<file path="config.mk">
export PLATFORM = sky130hd
export DESIGN_NAME = pw_align_unit
export DESIGN_NICKNAME = d
export VERILOG_FILES = /design/src/rtl/pw_align_pkg.sv /design/src/rtl/pw_field_decode.sv /design/src/rtl/pw_load_extract.sv /design/src/rtl/pw_store_merge.sv /design/src/rtl/pw_align_unit.sv
export SDC_FILE = /design/constraint.sdc
export NUM_CORES = 1
export LEC_CHECK = 0
export BUFFER_PORTS_ARGS = -buffer_cell sky130_fd_sc_hd__buf_2
export CELL_PAD_IN_SITES_DETAIL_PLACEMENT = 1
export CELL_PAD_IN_SITES_GLOBAL_PLACEMENT = 2
export CORE_MARGIN = 5
export CORE_UTILIZATION = 28
export CTS_CLUSTER_DIAMETER = 120
export DETAILED_ROUTE_END_ITERATION = 10
export PLACE_DENSITY = 0.77
export SLEW_MARGIN = 20
export SYNTH_ARGS = -nofsm -noshare
export SYNTH_HDL_FRONTEND = slang
export SYNTH_SLANG_ARGS = --single-unit
</file>
<file path="constraint.sdc">
create_clock -name clk -period 2.8 [get_ports clk]
set_clock_uncertainty 0.05 [all_clocks]
set_input_delay 0.28 -clock clk [delete_from_list [all_inputs] [get_ports clk]]
set_output_delay 0.28 -clock clk [all_outputs]
set_load 0.03 [all_outputs]
</file>
<file path="src/rtl/pw_align_pkg.sv">
package pw_align_pkg;

    localparam int CODE_W = 3;

    typedef struct packed {
        logic [CODE_W-1:0] code;
        logic              byte_m;
        logic              sext;
        logic              copy;
    } pw_ctl_t;

    localparam logic [CODE_W-1:0] CODE_WORD_NOECC = 3'd4;

endpackage

</file>
<file path="src/rtl/pw_field_decode.sv">
module pw_field_decode
    import pw_align_pkg::*;
#(
    parameter int DATA_W = 64,
    parameter int LANE_W = 8,
    localparam int NLANES = DATA_W / LANE_W,
    localparam int OFF_W  = $clog2(NLANES)
) (
    input  logic [CODE_W-1:0] code_i,
    input  logic              byte_i,
    output logic [OFF_W-1:0]  lane_off_o,
    output logic [NLANES-1:0] keep_o,
    output logic              no_ecc_o
);
    localparam int QL = NLANES / 4;
    localparam int HL = NLANES / 2;

    function automatic logic [NLANES-1:0] low_ones(input int n);
        return {NLANES{1'b1}} >> (NLANES - n);
    endfunction

    always_comb begin
        lane_off_o = '0;
        keep_o     = low_ones(NLANES);
        no_ecc_o   = 1'b0;
        if (byte_i) begin
            lane_off_o = OFF_W'(code_i);
            keep_o     = low_ones(1);
        end else begin
            case (code_i)
                3'd0: begin lane_off_o = '0;            keep_o = low_ones(NLANES); end
                3'd1: begin lane_off_o = '0;            keep_o = low_ones(QL);     end
                3'd2: begin lane_off_o = '0;            keep_o = low_ones(HL);     end
                3'd3: begin lane_off_o = OFF_W'(QL);    keep_o = low_ones(QL);     end
                3'd4: begin lane_off_o = '0;            keep_o = low_ones(NLANES);
                            no_ecc_o   = 1'b1;                                     end
                3'd5: begin lane_off_o = OFF_W'(HL);    keep_o = low_ones(QL);     end
                3'd6: begin lane_off_o = OFF_W'(HL);    keep_o = low_ones(HL);     end
                default: begin lane_off_o = OFF_W'(3*QL); keep_o = low_ones(QL);   end
            endcase
        end
    end

    always_comb begin
        if (!byte_i && code_i == CODE_WORD_NOECC)
            assert (no_ecc_o && lane_off_o == '0);
    end

endmodule

</file>
<file path="src/rtl/pw_load_extract.sv">
module pw_load_extract #(
    parameter int DATA_W = 64,
    parameter int LANE_W = 8,
    localparam int NLANES = DATA_W / LANE_W,
    localparam int OFF_W  = $clog2(NLANES),
    localparam int SH_W   = $clog2(DATA_W)
) (
    input  logic [DATA_W-1:0] mem_i,
    input  logic [OFF_W-1:0]  lane_off_i,
    input  logic [NLANES-1:0] keep_i,
    input  logic              sext_i,
    input  logic              copy_i,
    input  logic              mem_full_i,
    output logic [DATA_W-1:0] data_o,
    output logic              full_o
);
    logic [SH_W-1:0]   sh_amt;
    logic [DATA_W-1:0] shifted;
    logic              sign_bit;
    logic              fill;

    assign sh_amt  = SH_W'(lane_off_i) * SH_W'(LANE_W);
    assign shifted = mem_i >> sh_amt;

    always_comb begin
        sign_bit = 1'b0;
        for (int i = 0; i < NLANES; i++) begin
            if (keep_i[i]) sign_bit = shifted[i*LANE_W + LANE_W - 1];
        end
    end

    assign fill = sext_i & sign_bit;

    for (genvar g = 0; g < NLANES; g++) begin : g_lane
        assign data_o[g*LANE_W +: LANE_W] = keep_i[g] ? shifted[g*LANE_W +: LANE_W]
                                                      : {LANE_W{fill}};
    end

    assign full_o = copy_i ? mem_full_i : 1'b1;

endmodule

</file>
<file path="src/rtl/pw_store_merge.sv">
module pw_store_merge #(
    parameter int DATA_W = 64,
    parameter int LANE_W = 8,
    localparam int NLANES = DATA_W / LANE_W,
    localparam int OFF_W  = $clog2(NLANES),
    localparam int SH_W   = $clog2(DATA_W)
) (
    input  logic [DATA_W-1:0] old_i,
    input  logic [DATA_W-1:0] src_i,
    input  logic [OFF_W-1:0]  lane_off_i,
    input  logic [NLANES-1:0] keep_i,
    output logic [DATA_W-1:0] merged_o
);
    logic [SH_W-1:0]   sh_amt;
    logic [DATA_W-1:0] placed;
    logic [NLANES-1:0] lane_en;

    assign sh_amt  = SH_W'(lane_off_i) * SH_W'(LANE_W);
    assign placed  = src_i << sh_amt;
    assign lane_en = keep_i << lane_off_i;

    for (genvar g = 0; g < NLANES; g++) begin : g_lane
        assign merged_o[g*LANE_W +: LANE_W] = lane_en[g] ? placed[g*LANE_W +: LANE_W]
                                                         : old_i[g*LANE_W +: LANE_W];
    end

endmodule

</file>
<file path="src/rtl/pw_align_unit.sv">
module pw_align_unit
    import pw_align_pkg::*;
#(
    parameter int DATA_W = 64,
    parameter int LANE_W = 8,
    localparam int NLANES = DATA_W / LANE_W,
    localparam int OFF_W  = $clog2(NLANES)
) (
    input  logic              clk,
    input  logic              rst_n,
    input  logic              op_valid_i,
    input  logic              op_store_i,
    input  logic              src_creg_i,
    input  logic [2:0]        insn_code_i,
    input  logic              insn_byte_i,
    input  logic              insn_sext_i,
    input  logic              insn_copy_i,
    input  logic [2:0]        creg_code_i,
    input  logic              creg_byte_i,
    input  logic              creg_sext_i,
    input  logic              creg_copy_i,
    input  logic [DATA_W-1:0] mem_word_i,
    input  logic              mem_full_i,
    input  logic [DATA_W-1:0] store_data_i,
    output logic              res_valid_o,
    output logic              res_store_o,
    output logic [DATA_W-1:0] load_data_o,
    output logic              load_full_o,
    output logic [DATA_W-1:0] merged_o,
    output logic              skip_ecc_o
);
    typedef struct packed {
        logic              valid;
        logic              store;
        logic [DATA_W-1:0] ldata;
        logic              lfull;
        logic [DATA_W-1:0] merged;
        logic              no_ecc;
    } res_t;

    res_t    res_d, res_q;
    pw_ctl_t ctl_insn, ctl_creg, ctl_sel;

    logic [OFF_W-1:0]  lane_off;
    logic [NLANES-1:0] keep;
    logic              no_ecc;
    logic [DATA_W-1:0] ext_data;
    logic              ext_full;
    logic [DATA_W-1:0] mrg_word;

    assign ctl_insn = '{code: insn_code_i, byte_m: insn_byte_i, sext: insn_sext_i, copy: insn_copy_i};
    assign ctl_creg = '{code: creg_code_i, byte_m: creg_byte_i, sext: creg_sext_i, copy: creg_copy_i};
    assign ctl_sel  = src_creg_i ? ctl_creg : ctl_insn;

    pw_field_decode #(.DATA_W(DATA_W), .LANE_W(LANE_W)) u_dec (
        .code_i     (ctl_sel.code),
        .byte_i     (ctl_sel.byte_m),
        .lane_off_o (lane_off),
        .keep_o     (keep),
        .no_ecc_o   (no_ecc)
    );

    pw_load_extract #(.DATA_W(DATA_W), .LANE_W(LANE_W)) u_ld (
        .mem_i      (mem_word_i),
        .lane_off_i (lane_off),
        .keep_i     (keep),
        .sext_i     (ctl_sel.sext),
        .copy_i     (ctl_sel.copy),
        .mem_full_i (mem_full_i),
        .data_o     (ext_data),
        .full_o     (ext_full)
    );

    pw_store_merge #(.DATA_W(DATA_W), .LANE_W(LANE_W)) u_st (
        .old_i      (mem_word_i),
        .src_i      (store_data_i),
        .lane_off_i (lane_off),
        .keep_i     (keep),
        .merged_o   (mrg_word)
    );

    always_comb begin
        res_d        = res_q;
        res_d.valid  = op_valid_i;
        res_d.store  = op_valid_i & op_store_i;
        res_d.no_ecc = op_valid_i & no_ecc;
        if (op_valid_i) begin
            res_d.ldata  = ext_data;
            res_d.lfull  = ext_full;
            res_d.merged = mrg_word;
        end
    end

    always_ff @(posedge clk) begin
        if (!rst_n) res_q <= '0;
        else        res_q <= res_d;
    end

    assign res_valid_o = res_q.valid;
    assign res_store_o = res_q.store;
    assign load_data_o = res_q.ldata;
    assign load_full_o = res_q.lfull;
    assign merged_o    = res_q.merged;
    assign skip_ecc_o  = res_q.no_ecc;

    AST_ECC_SKIP_CODE: assert property (@(posedge clk) disable iff (!rst_n)
        skip_ecc_o |-> ($past(ctl_sel.code) == 3'd4 && !$past(ctl_sel.byte_m) && res_valid_o));

    AST_FULL_NO_COPY: assert property (@(posedge clk) disable iff (!rst_n)
        (res_valid_o && !$past(ctl_sel.copy)) |-> load_full_o);

    AST_BYTE_ZERO_FILL: assert property (@(posedge clk) disable iff (!rst_n)
        (res_valid_o && !res_store_o && $past(ctl_sel.byte_m) && !$past(ctl_sel.sext))
        |-> (load_data_o[DATA_W-1:LANE_W] == '0));

    AST_BYTE_SIGN_FILL: assert property (@(posedge clk) disable iff (!rst_n)
        (res_valid_o && !res_store_o && $past(ctl_sel.byte_m) && $past(ctl_sel.sext)
         && load_data_o[LANE_W-1])
        |-> (&load_data_o[DATA_W-1:LANE_W]));

    AST_STORE_KEEP_UPPER: assert property (@(posedge clk) disable iff (!rst_n)
        (res_store_o && $past(ctl_sel.code) == 3'd1 && !$past(ctl_sel.byte_m))
        |-> (merged_o[DATA_W-1:DATA_W/4] == $past(mem_word_i[DATA_W-1:DATA_W/4])));

    AST_VALID_PULSE: assert property (@(posedge clk) disable iff (!rst_n)
        res_store_o |-> res_valid_o);

endmodule

</file>
==> run summary, run 1 <==
top cells by area, synth = dfxtp_1 31%, mux2i_1 12%, nand2_1 10%, nand3_1 4.1%, a21oi_1 3.9%
GR Overflow Total = 0
Crit. End Element = flop
pin count of the biggest net entering global routing = 78
postcts setup bufs = 0
first-pass GRT wire length = 63980 µm
P_leak = 5.269 nW
Mapped Area = 0.008617 mm²
Primary FF master, synth = dfxtp_1
Post-Syn Nets = 1271
leading area contributor after synthesis = dfxtp_1
area grow syn2layout = 30.40%
H-tree levels = 4
delay of the slowest critical-path stage = 560 ps
Pint = 0.003939 W
Post-synth ARST share = 0%
unrepaired setup endpoints after global routing = false
critical path peak fanout = 32
root buffer selected by CTS = clkbuf_16
I/O pin cnt = 278
Max Cap Viol = 0
IO Port Bufs = 277
Slowest-stage cell, CP = or4_4
Die Area = 0.03438 mm²
Fmax achieved = 0.4432 GHz
routed vias/inst = 5.534
Distinct cells, synth = 59
Ys Warns = 0
fraction of layout cells with a size suffix above 1 = 30.81%
most common cell after layout, fill and taps aside = buf_2
TritonCTS clock tree = built
Die H = 185.4 µm
Die X = 185.4 µm
number of global-route vias before repair = 9933
Crit path max-delay family = simple AND/OR/NAND/NOR gates
number of enable flip-flop cells after synthesis = 0
crit path buf inv count = 3
Max Slew Vio Count = 0
synthesis-stage register bit count = 132
Worst VDD drop = 0.3375 mV
Gate Count Post-Synth = 1125
Sw Pwr = 0.002644 W
total CTS buffers = 17
most frequent cells in the layout = 276 x buf_2, 239 x nand2_1, 132 x dfxtp_1
GP Congestion = 0.9065
Avg WL per Cell = 25.00 µm
final hold violations = 0
FF-to-FF Start = merged_o[43]$_SDFFE_PN0P_
part of the power in combinational logic = 33.7%
CTS Sinks = 132
fillers = 3743
# hold bufs at CTS = 0
CP startpoint kind = input pin
NumNets Final = 1522
CP Data Required Time = 3070 ps
top cell type's share of synthesized area = 30.67%
total track usage = 24.88%
Reg power frac = 32.3%
CP Data Arrival Time = 2530 ps
fin crit period = 2256 ps
Pwr Total = 0.006583 W
clk buf depth = 2
period utilisation layout = 80.58%
DRT Pass-1 Iters = 5
Initial Utilization = 28.24%
syn avg cell area = 7.660 µm²
worst path cell trace = buf_2 > buf_4 > or4_4 > nand2_4 > nor2_2 > a211o_1 > o211a_2 > nor4b_4 > buf_12 > o31ai_1
initial antenna violation count = 3
DP HPWL = 34880 µm
pwr dens = 585.8 mW/mm²
status = finished, final reports clean
CTS clk-pin slew, worst paths = 70 ps
Clock Latency Late Sink = 430 ps
Slew headroom = 45.88%
Clk pwr share = 34.0%
Least-Margin Pin Slew = 811.7 ps
core area = 0.03051 mm²
Starting DRT DRC Count = 716
Site Rows = 64
WL final = 44650 µm
PostCTS Resize Cnt = 0
Sw Ratio = 40.17%
post-route ant nets = 0
final setup violation count = 0
DRC = 0
Setup TNS Final = 0 ps
kind of critical path = in2reg
Vias = 9883
crit path launch = src_creg_i
min-delay src = op_store_i
Seq/Total Area, Yosys = 30.67%
Hold Crit Class = in2reg
## worst register-to-register path: stages, from the launching register on
cell and delay, ps:
dfxtp_1 350, nor2b_1 140, a21oi_1 150, o21ai_1 80, and2_1 180
## synth_stat cells, drive strengths merged, types with 9 or more instances
library cell and instances:
a211oi 21, a21oi 68, a311oi 19, a31oi 27
and2 10, and3 15, buf 37, clkbuf 65
dfxtp 132, mux2 12, mux2i 106, nand2 241
nand2b 10, nand3 71, nand3b 9, nor2 65
nor3 20, o211a 10, o211ai 26, o21ai 82
## state kept, by name, summed over array words and instances (netlist names)
signal       flops
load_data_o     64
load_full_o      1
merged_o        64
res_store_o      1
res_valid_o      1
skip_ecc_o       1
## final timing paths
check	slack [ps]	cells after the start	end
worst max-delay path	540	10	load_data_o[47]$_SDFFE_PN0P_
worst min-delay path	40	2	res_store_o$_SDFF_PN0_
worst max register to register	1750	4	merged_o[43]$_SDFFE_PN0P_
worst min register to register	400	2	merged_o[63]$_SDFFE_PN0P_
## power groups by stage
stage               sequential (W)  clock, W  combinational, W
global route               0.00214   0.00235           0.00235
CTS                        0.00213   0.00227           0.00220
global placement           0.00217         0           0.00218
detailed placement         0.00217         0           0.00220
finish                     0.00213   0.00224           0.00222
floorplan                  0.00246         0           0.00102
## stage by stage
stage / setup WS (ps) / cell area, µm² / std cells / hold slack [ps] / util, %
floorplan: 380.2 / 8617 / 1125 / 382.5 / -
global placement: 150.6 / 10670 / 1753 / 384.0 / 34.98
detailed placement: 105.7 / 10670 / 1753 / 391.0 / 34.98
CTS: 567.7 / 11230 / 1785 / 22.41 / 36.82
global route: 456.4 / 11230 / 1785 / 28.72 / 36.82
finish: 543.7 / 11240 / 1786 / 35.29 / 36.83
## per-layer routing
| layer | global-route usage [%] | wire [µm] | vias to the layer above |
|---|---|---|---|
| met5 | 0 | 27 | - |
| met2 | 39.42 | 20570 | 404 |
| met3 | 5.715 | 3401 | 69 |
| met1 | 33.49 | 19320 | 4828 |
| li1 | - | - | 4578 |
| met4 | 8.191 | 1331 | 4 |
## layout make-up
class	count	area (µm²)	share of cell area, %
inverter	2	7.507	0.06681
sequential	132	2643	23.52
clock inverter	15	136.4	1.214
tap	396	495.5	4.409
multi-input combinational	889	5573	49.59
clock buffer	17	425.4	3.786
timing repair buffer	334	1954	17.39
antenna	1	2.502	0.02227
## logic make-up (layout without fill, tap and decap cells)
logic type / count (synthesis) / in the layout / share of synthesized area [%]
AO/OA/AOI/OAI: 313 / 313 / 25.73
multiplexers: 121 / 121 / 14.71
other: 0 / 1 / 0
AND/OR/NAND/NOR: 454 / 454 / 23.49
adder cells (fa/ha/maj): 1 / 1 / 0.1162
flip-flops: 132 / 132 / 30.67
buffers and inverters: 104 / 368 / 5.285
Power figures use the tool's default switching activity.
==> run 2, diff against run 1 <==
--- a/config.mk
+++ b/config.mk
@@ -5,14 +5,15 @@
 export SDC_FILE = /design/constraint.sdc
 export NUM_CORES = 1
 export LEC_CHECK = 0
+export ABC_AREA = 1
 export BUFFER_PORTS_ARGS = -buffer_cell sky130_fd_sc_hd__buf_2
 export CELL_PAD_IN_SITES_DETAIL_PLACEMENT = 1
 export CELL_PAD_IN_SITES_GLOBAL_PLACEMENT = 2
 export CORE_MARGIN = 5
-export CORE_UTILIZATION = 28
+export CORE_UTILIZATION = 24
 export CTS_CLUSTER_DIAMETER = 120
 export DETAILED_ROUTE_END_ITERATION = 10
-export PLACE_DENSITY = 0.77
+export PLACE_DENSITY = 0.74
 export SLEW_MARGIN = 20
 export SYNTH_ARGS = -nofsm -noshare
 export SYNTH_HDL_FRONTEND = slang
==> constraint.sdc (replaced) <==
create_clock -name clk -period 1.9 [get_ports clk]
set_clock_uncertainty 0.05 [all_clocks]
set_input_delay 0.19 -clock clk [delete_from_list [all_inputs] [get_ports clk]]
set_output_delay 0.19 -clock clk [all_outputs]
set_load 0.03 [all_outputs]
==> run summary, run 2 <==
status = finished, final reports clean
fillers = 4683 (+25%)
Pwr Total = 0.01073 W (+63%)
Hold Crit Class = in2reg
main combinational cell family by area after synthesis = compound AO/OA/AOI/OAI gates
cells on worst reg2reg path = 2 (-2)
core area = 0.03652 mm² (+20%)
Die X = 202.0 µm (+8.9%)
I/O pin cnt = 278 (unchanged)
post-synthesis mux area share = 0.3395% (-14 points)
FF-to-FF Start = merged_o[18]$_SDFFE_PN0P_
DP HPWL = 42020 µm (+20%)
WL final = 52630 µm (+18%)
pin count of the biggest net entering global routing = 148 (+90%)
pre-CTS setup slack = -554.1 ps (-659.9 ps)
H-tree levels = 4 (unchanged)
worst path cell trace = clkbuf_4 > inv_6 > nand2_2 > nand2_4 > nand2_8 > inv_4 > buf_12 > buf_12 > nand2_1 > nand2_1 > buf_4 > o21ai_0 > o21ai_1 > o211ai_1 > a21oi_1
Post-Syn Nets = 1534 (+21%)
period utilisation layout = 97.44%
final hold violations = 0 (unchanged)
pwr dens = 826.4 mW/mm² (+41%)
leading area contributor after synthesis = dfxtp_1
final instance area = 0.01299 mm² (+16%)
Gate Count Post-Synth = 1388 (+23%)
CP startpoint kind = input pin
delay of the slowest critical-path stage = 290 ps (-270 ps)
area of placed instances = 0.01198 mm² (+12%)
Commonest cells post-synth = 338 x nand2_1, 211 x o21ai_0, 172 x a21oi_1, 132 x dfxtp_1, 113 x inv_1
Site Rows = 70 (+9.4%)
Die Area = 0.04080 mm² (+19%)
Post-synth ARST share = 0% (unchanged)
Initial Utilization = 24.22% (-4.0 points)
CP Data Arrival Time = 2160 ps (-370 ps)
Post-Synth Simple-Gate Area = 22.31% (-1.2 points)
Vias = 11.45k (+16%)
unrepaired setup endpoints after global routing = true
Stages on worst setup path = 15 (+5)
total CTS buffers = 17 (unchanged)
syn avg cell area = 6.373 µm² (-17%)
CP endpoint = merged_o[46]$_SDFFE_PN0P_
Least-Margin Pin Slew = 639.0 ps (-172.7 ps)
Seq/Total Area, Yosys = 29.87% (-0.79 points)
Multi-input gate area = 0.005207 mm² (-6.6%)
Die H = 202.0 µm (+8.9%)
NumNets Final = 1942 (+28%)
CTS clk-pin slew, worst paths = 70 ps (about the same)
critical path peak fanout = 22 (-31%)
IO Port Bufs = 277 (unchanged)
crit path launch = src_creg_i
top cells by area, synth = dfxtp_1 30%, nand2_1 14%, o21ai_0 12%, a21oi_1 9.7%, o211ai_1 5.5%
Distinct cells, synth = 41 (-31%)
most frequent cells in the layout = 335 x nand2_1, 275 x buf_2, 205 x o21ai_0
kind of critical path = in2reg
CP Data Required Time = 2210 ps (-860 ps)
GR Overflow Total = 0 (unchanged)
register area = 0.002643 mm² (unchanged)
Primary FF master, synth = dfxtp_1
crit path buf inv count = 6 (+3)
DRC = 0 (unchanged)
worst hold stages = 3 (+1)
Final WS setup = 48.62 ps (-495.1 ps)
count leader, synth = nand2_1
routed vias/inst = 5.024 (-9.2%)
fraction of layout cells with a size suffix above 1 = 34.00% (+3.2 points)
area grow syn2layout = 46.82%
DRT Pass-1 Iters = 5 (unchanged)
XOR/XNOR Fraction of Synth Area = 0% (unchanged)
CTS Sinks = 132 (unchanged)
P_leak = 6.310 nW (+20%)
terminus of the critical flop-to-flop path = merged_o[18]$_SDFFE_PN0P_
final setup violation count = 0 (unchanged)
top cell type's share of synthesized area = 29.87% (-0.79 points)
post-route ant nets = 0 (unchanged)
Fmax achieved = 0.5401 GHz
fin crit period = 1851 ps
synthesis-stage register bit count = 132 (unchanged)
Max Cap Viol = 0 (unchanged)
root buffer selected by CTS = clkbuf_16
Crit path max-delay family = buffers and inverters
first-pass GRT wire length = 76300 µm (+19%)
number of global-route vias before repair = 11.65k (+17%)
placed insts = 2221 (+27%)
most common cell after layout, fill and taps aside = nand2_1
Slew headroom = 57.40% (+12 points)
worst reg-to-reg setup slack = 1140 ps (-610 ps)
GP Congestion = 0.9073 (about the same)
TritonCTS clock tree = built
Starting DRT DRC Count = 610 (-15%)
Mapped Area = 0.008846 mm² (+2.7%)
Final Non-Filler Cells = 2280 (+28%)
Worst VDD drop = 0.5587 mV (+66%)
Synth Area in Adders = 0% (-0.12 points)
Avg WL per Cell = 23.08 µm (-7.7%)
Ys Warns = 0 (unchanged)
Clock Latency Late Sink = 440 ps (about the same)
Slowest-stage cell, CP = o21ai_1
Crit. End Element = flop
Synth Area in Compound Gates = 35.46% (+9.7 points)
total track usage = 24.48% (-0.40 points)
initial antenna violation count = 5 (+2)
number of enable flip-flop cells after synthesis = 0 (unchanged)
clk buf depth = 2 (unchanged)
Max Slew Vio Count = 0 (unchanged)
-- run 2: cell types whose count changed after synthesis, sizes merged, moves of 18 or more --
cell    change
o21ai     +158
a21oi     +145
inv       +117
nand2     +108
mux2i     -103
o211ai     +39
a211oi     -21
a311oi     -19
nor3       -19
buf        +18
-- run 2: worst min-delay path, delay by kind of cell --
kind                   cells  cell delay (ps)
buffers and inverters      1              130
and+or+nand+nor            1               70
AOI/OAI and AO/OA          1               70
-- run 2: final cells by class --
class                   count  area share (%)
clock inverters            14           1.281
flip-flops and latches    132           20.35
repair buffers            503           26.84
well taps                 468           4.509
clock buffers              18           3.304
inverters                 121           3.565
diodes                      3         0.05780
multi-input cells        1021           40.10
-- run 2: power by group --
group | internal (W) | total, W | switching, W
clock network | 0.00198 | 0.00353 | 0.00154
registers | 0.00300 | 0.00314 | 0.000143
logic | 0.00148 | 0.00406 | 0.00258
total | 0.00646 | 0.0107 | 0.00427
-- run 2: cells by family after synthesis --
| family | count (synthesis) |
|---|---|
| AND/OR/NAND/NOR | 471 |
| AO/OA/AOI/OAI | 547 |
| buffers and inverters | 235 |
| flip-flops | 132 |
| multiplexers | 3 |
-- run 2: worst min-delay path by stage --
stage | end | slack [ps] | startpoint
final | merged_o[2]$_SDFFE_PN0P_ | 20 | store_data_i[2]
after detailed placement | res_store_o$_SDFF_PN0_ | 370 | op_store_i
after CTS | merged_o[1]$_SDFFE_PN0P_ | 0.1 | mem_word_i[1]
after floorplan | res_store_o$_SDFF_PN0_ | 250 | op_store_i
after global routing | merged_o[2]$_SDFFE_PN0P_ | 10 | store_data_i[2]
after global placement | res_store_o$_SDFF_PN0_ | 360 | op_store_i
-- run 2: routing by layer --
metal  routed length [µm]  global-route usage (%)
met5                   21                       0
met1                23240                   31.69
met4                 1517                   7.642
met2                25380                   42.01
met3                 2473                   3.674
-- run 2: through the flow --
step           hold slack, ps  util, %  setup TNS (ps)
2_1_floorplan           252.2        -               0
3_3_place_gp            359.1    32.79          -29840
3_5_place_dp            369.0    32.79          -37350
4_1_cts                0.1101    34.74               0
5_1_grt                 14.85    35.55           -1440
6_report                24.03    35.56               0
-- run 2: timing repair --
item / 4_1_cts / 5_1_grt
hold buffers: 11 / 0
endpoints found under the setup margin: 2 / 88
cloned: 0 / 4
resized for setup: 3 / 33
hold endpoints to repair: 8 / 0
pin swaps: 0 / 9
buffers inserted: 0 / 9
==> run 3, diff against run 2 <==
==> constraint.sdc (replaced) <==
create_clock -name clk -period 1.9 [get_ports clk]
set_clock_uncertainty 0.05 [all_clocks]
set_input_delay 0.285 -clock clk [delete_from_list [all_inputs] [get_ports clk]]
set_output_delay 0.285 -clock clk [all_outputs]
set_load 0.03 [all_outputs]
==> run summary, run 3 (synthesis results as in run 2) <==
status = finished, final reports clean
Site Rows = 70 (unchanged)
clk buf depth = 2 (unchanged)
initial antenna violation count = 4 (-1)
Crit. End Element = flop
Clock Latency Late Sink = 430 ps (about the same)
pwr dens = 827.4 mW/mm² (+0.12%)
kind of critical path = in2reg
DP HPWL = 42600 µm (+1.4%)
most frequent cells in the layout = 329 x nand2_1, 275 x buf_2, 190 x buf_4
TritonCTS clock tree = built
Setup TNS Final = 0 ps (unchanged)
Max Cap Viol = 0 (unchanged)
pre-CTS setup slack = -629.0 ps (-74.86 ps)
Initial Utilization = 24.22% (unchanged)
Starting DRT DRC Count = 705 (+16%)
post-route ant nets = 0 (unchanged)
Least-Margin Pin Slew = 686.0 ps (+47.03 ps)
Worst VDD drop = 0.5287 mV (-5.4%)
Slew headroom = 54.26% (-3.1 points)
routed vias/inst = 5.014 (-0.19%)
first-pass GRT wire length = 76100 µm (-0.26%)
CP Data Arrival Time = 2130 ps (-30 ps)
fillers = 4623 (-1.3%)
Final WS setup = 44.24 ps (-4.383 ps)
number of global-route vias before repair = 11.53k (-1.1%)
Multi-input gate area = 0.005355 mm² (+2.8%)
H-tree levels = 4 (unchanged)
root buffer selected by CTS = clkbuf_16
final instance area = 0.01305 mm² (+0.51%)
total track usage = 24.47% (about the same)
Fmax achieved = 0.5389 GHz (-0.24%)
WL final = 52300 µm (-0.62%)
critical path peak fanout = 21 (-4.5%)
unrepaired setup endpoints after global routing = true
CTS Sinks = 132 (unchanged)
I/O pin cnt = 278 (unchanged)
final setup violation count = 0 (unchanged)
Die X = 202.0 µm (unchanged)
register area = 0.002643 mm² (unchanged)
period utilisation layout = 97.67% (+0.23 points)
CP Data Required Time = 2180 ps (-30 ps)
fin crit period = 1856 ps (+4.383 ps)
pin count of the biggest net entering global routing = 97 (-34%)
Hold Crit Class = in2reg
most common cell after layout, fill and taps aside = nand2_1
area of placed instances = 0.01216 mm² (+1.6%)
Die H = 202.0 µm (unchanged)
Die Area = 0.04080 mm² (unchanged)
DRT Pass-1 Iters = 5 (unchanged)
GP Congestion = 0.9561 (+5.4%)
final hold violations = 0 (unchanged)
total CTS buffers = 17 (unchanged)
IO Port Bufs = 277 (unchanged)
DRC = 0 (unchanged)
area grow syn2layout = 47.57%
P_leak = 6.329 nW (+0.30%)
NumNets Final = 1937 (-0.26%)
CP startpoint kind = input pin
fraction of layout cells with a size suffix above 1 = 35.75% (+1.8 points)
Final Non-Filler Cells = 2274 (-0.26%)
CTS clk-pin slew, worst paths = 70 ps (about the same)
Avg WL per Cell = 23.00 µm (-0.36%)
placed insts = 2233 (+0.54%)
Max Slew Vio Count = 0 (unchanged)
Vias = 11.40k (-0.45%)
GR Overflow Total = 0 (unchanged)
core area = 0.03652 mm² (unchanged)
run 3: changes by cell type in the layout (fill, tap and decap cells not counted), moves of 4 or more:
cell,delta
nand2_4,+5
buf_4,+6
nand2_1,-6
nand3_1,-6
a21oi_1,-4
o21ai_1,+11
dlygate4sd3_1,-10
o21ai_2,+7
o21ai_0,-18
nand3_2,+5
run 3: final cells by class:
class,count,area share (%)
sequential,132,20.24
multi-input combinational,1021,41.02
tap,468,4.486
timing repair buffer,498,26.05
antenna,2,0.03834
inverter,121,3.585
clock buffer,18,3.288
clock inverter,14,1.284
run 3: where the power goes:
| group | total, W | leakage [nW] | internal (W) | switching (W) |
|---|---|---|---|---|
| registers | 0.00314 | 1.09 | 0.00300 | 0.000141 |
| clock network | 0.00354 | 0.280 | 0.00198 | 0.00155 |
| logic | 0.00412 | 4.96 | 0.00150 | 0.00262 |
| total | 0.0108 | 6.33 | 0.00649 | 0.00431 |
run 3: final timing paths:
path,from,to,slack (ps),depth (start not counted)
setup / recovery,src_creg_i,merged_o[54]$_SDFFE_PN0P_,40,12
setup reg to reg,load_data_o[35]$_SDFFE_PN0P_,load_data_o[35]$_SDFFE_PN0P_,1010,2
hold / removal,mem_word_i[4],merged_o[4]$_SDFFE_PN0P_,70,3
hold reg to reg,merged_o[17]$_SDFFE_PN0P_,merged_o[17]$_SDFFE_PN0P_,420,2
run 3: per-layer routing:
layer,track usage (%),up-vias,wire length (µm)
met5,0,-,14
met4,7.910,4,1543
met3,3.947,73,2530
met2,41.56,359,25070
met1,31.74,5478,23140
li1,-,5488,-
run 3: stage by stage:
step / hold slack (ps) / utilization, % / total power (W)
final: 72.68 / 35.74 / 0.01080
after global placement: 402.9 / 33.31 / 0.007149
after CTS: 55.43 / 35.15 / 0.01077
after floorplan: 347.2 / - / 0.005253
after detailed placement: 408.7 / 33.31 / 0.007173
after global routing: 64.29 / 35.73 / 0.01125
run 3: timing repair:
item                       in CTS  in global routing
hold buffers                    1                  0
cloned                          0                  2
pin swaps                       0                  7
setup endpoints to repair      39                 95
gates resized for setup        20                 42
hold endpoints to repair        1                  0
buffers inserted                1                  3
run 3: worst max-delay path, stage by stage:
cell	delay, ps
buf_4	150
inv_8	80
nand2_2	70
nand2_4	110
nand2_8	90
buf_12	170
buf_4	170
o21ai_1	290
o22ai_1	170
o211ai_1	320
buf_4	170
a21oi_1	50
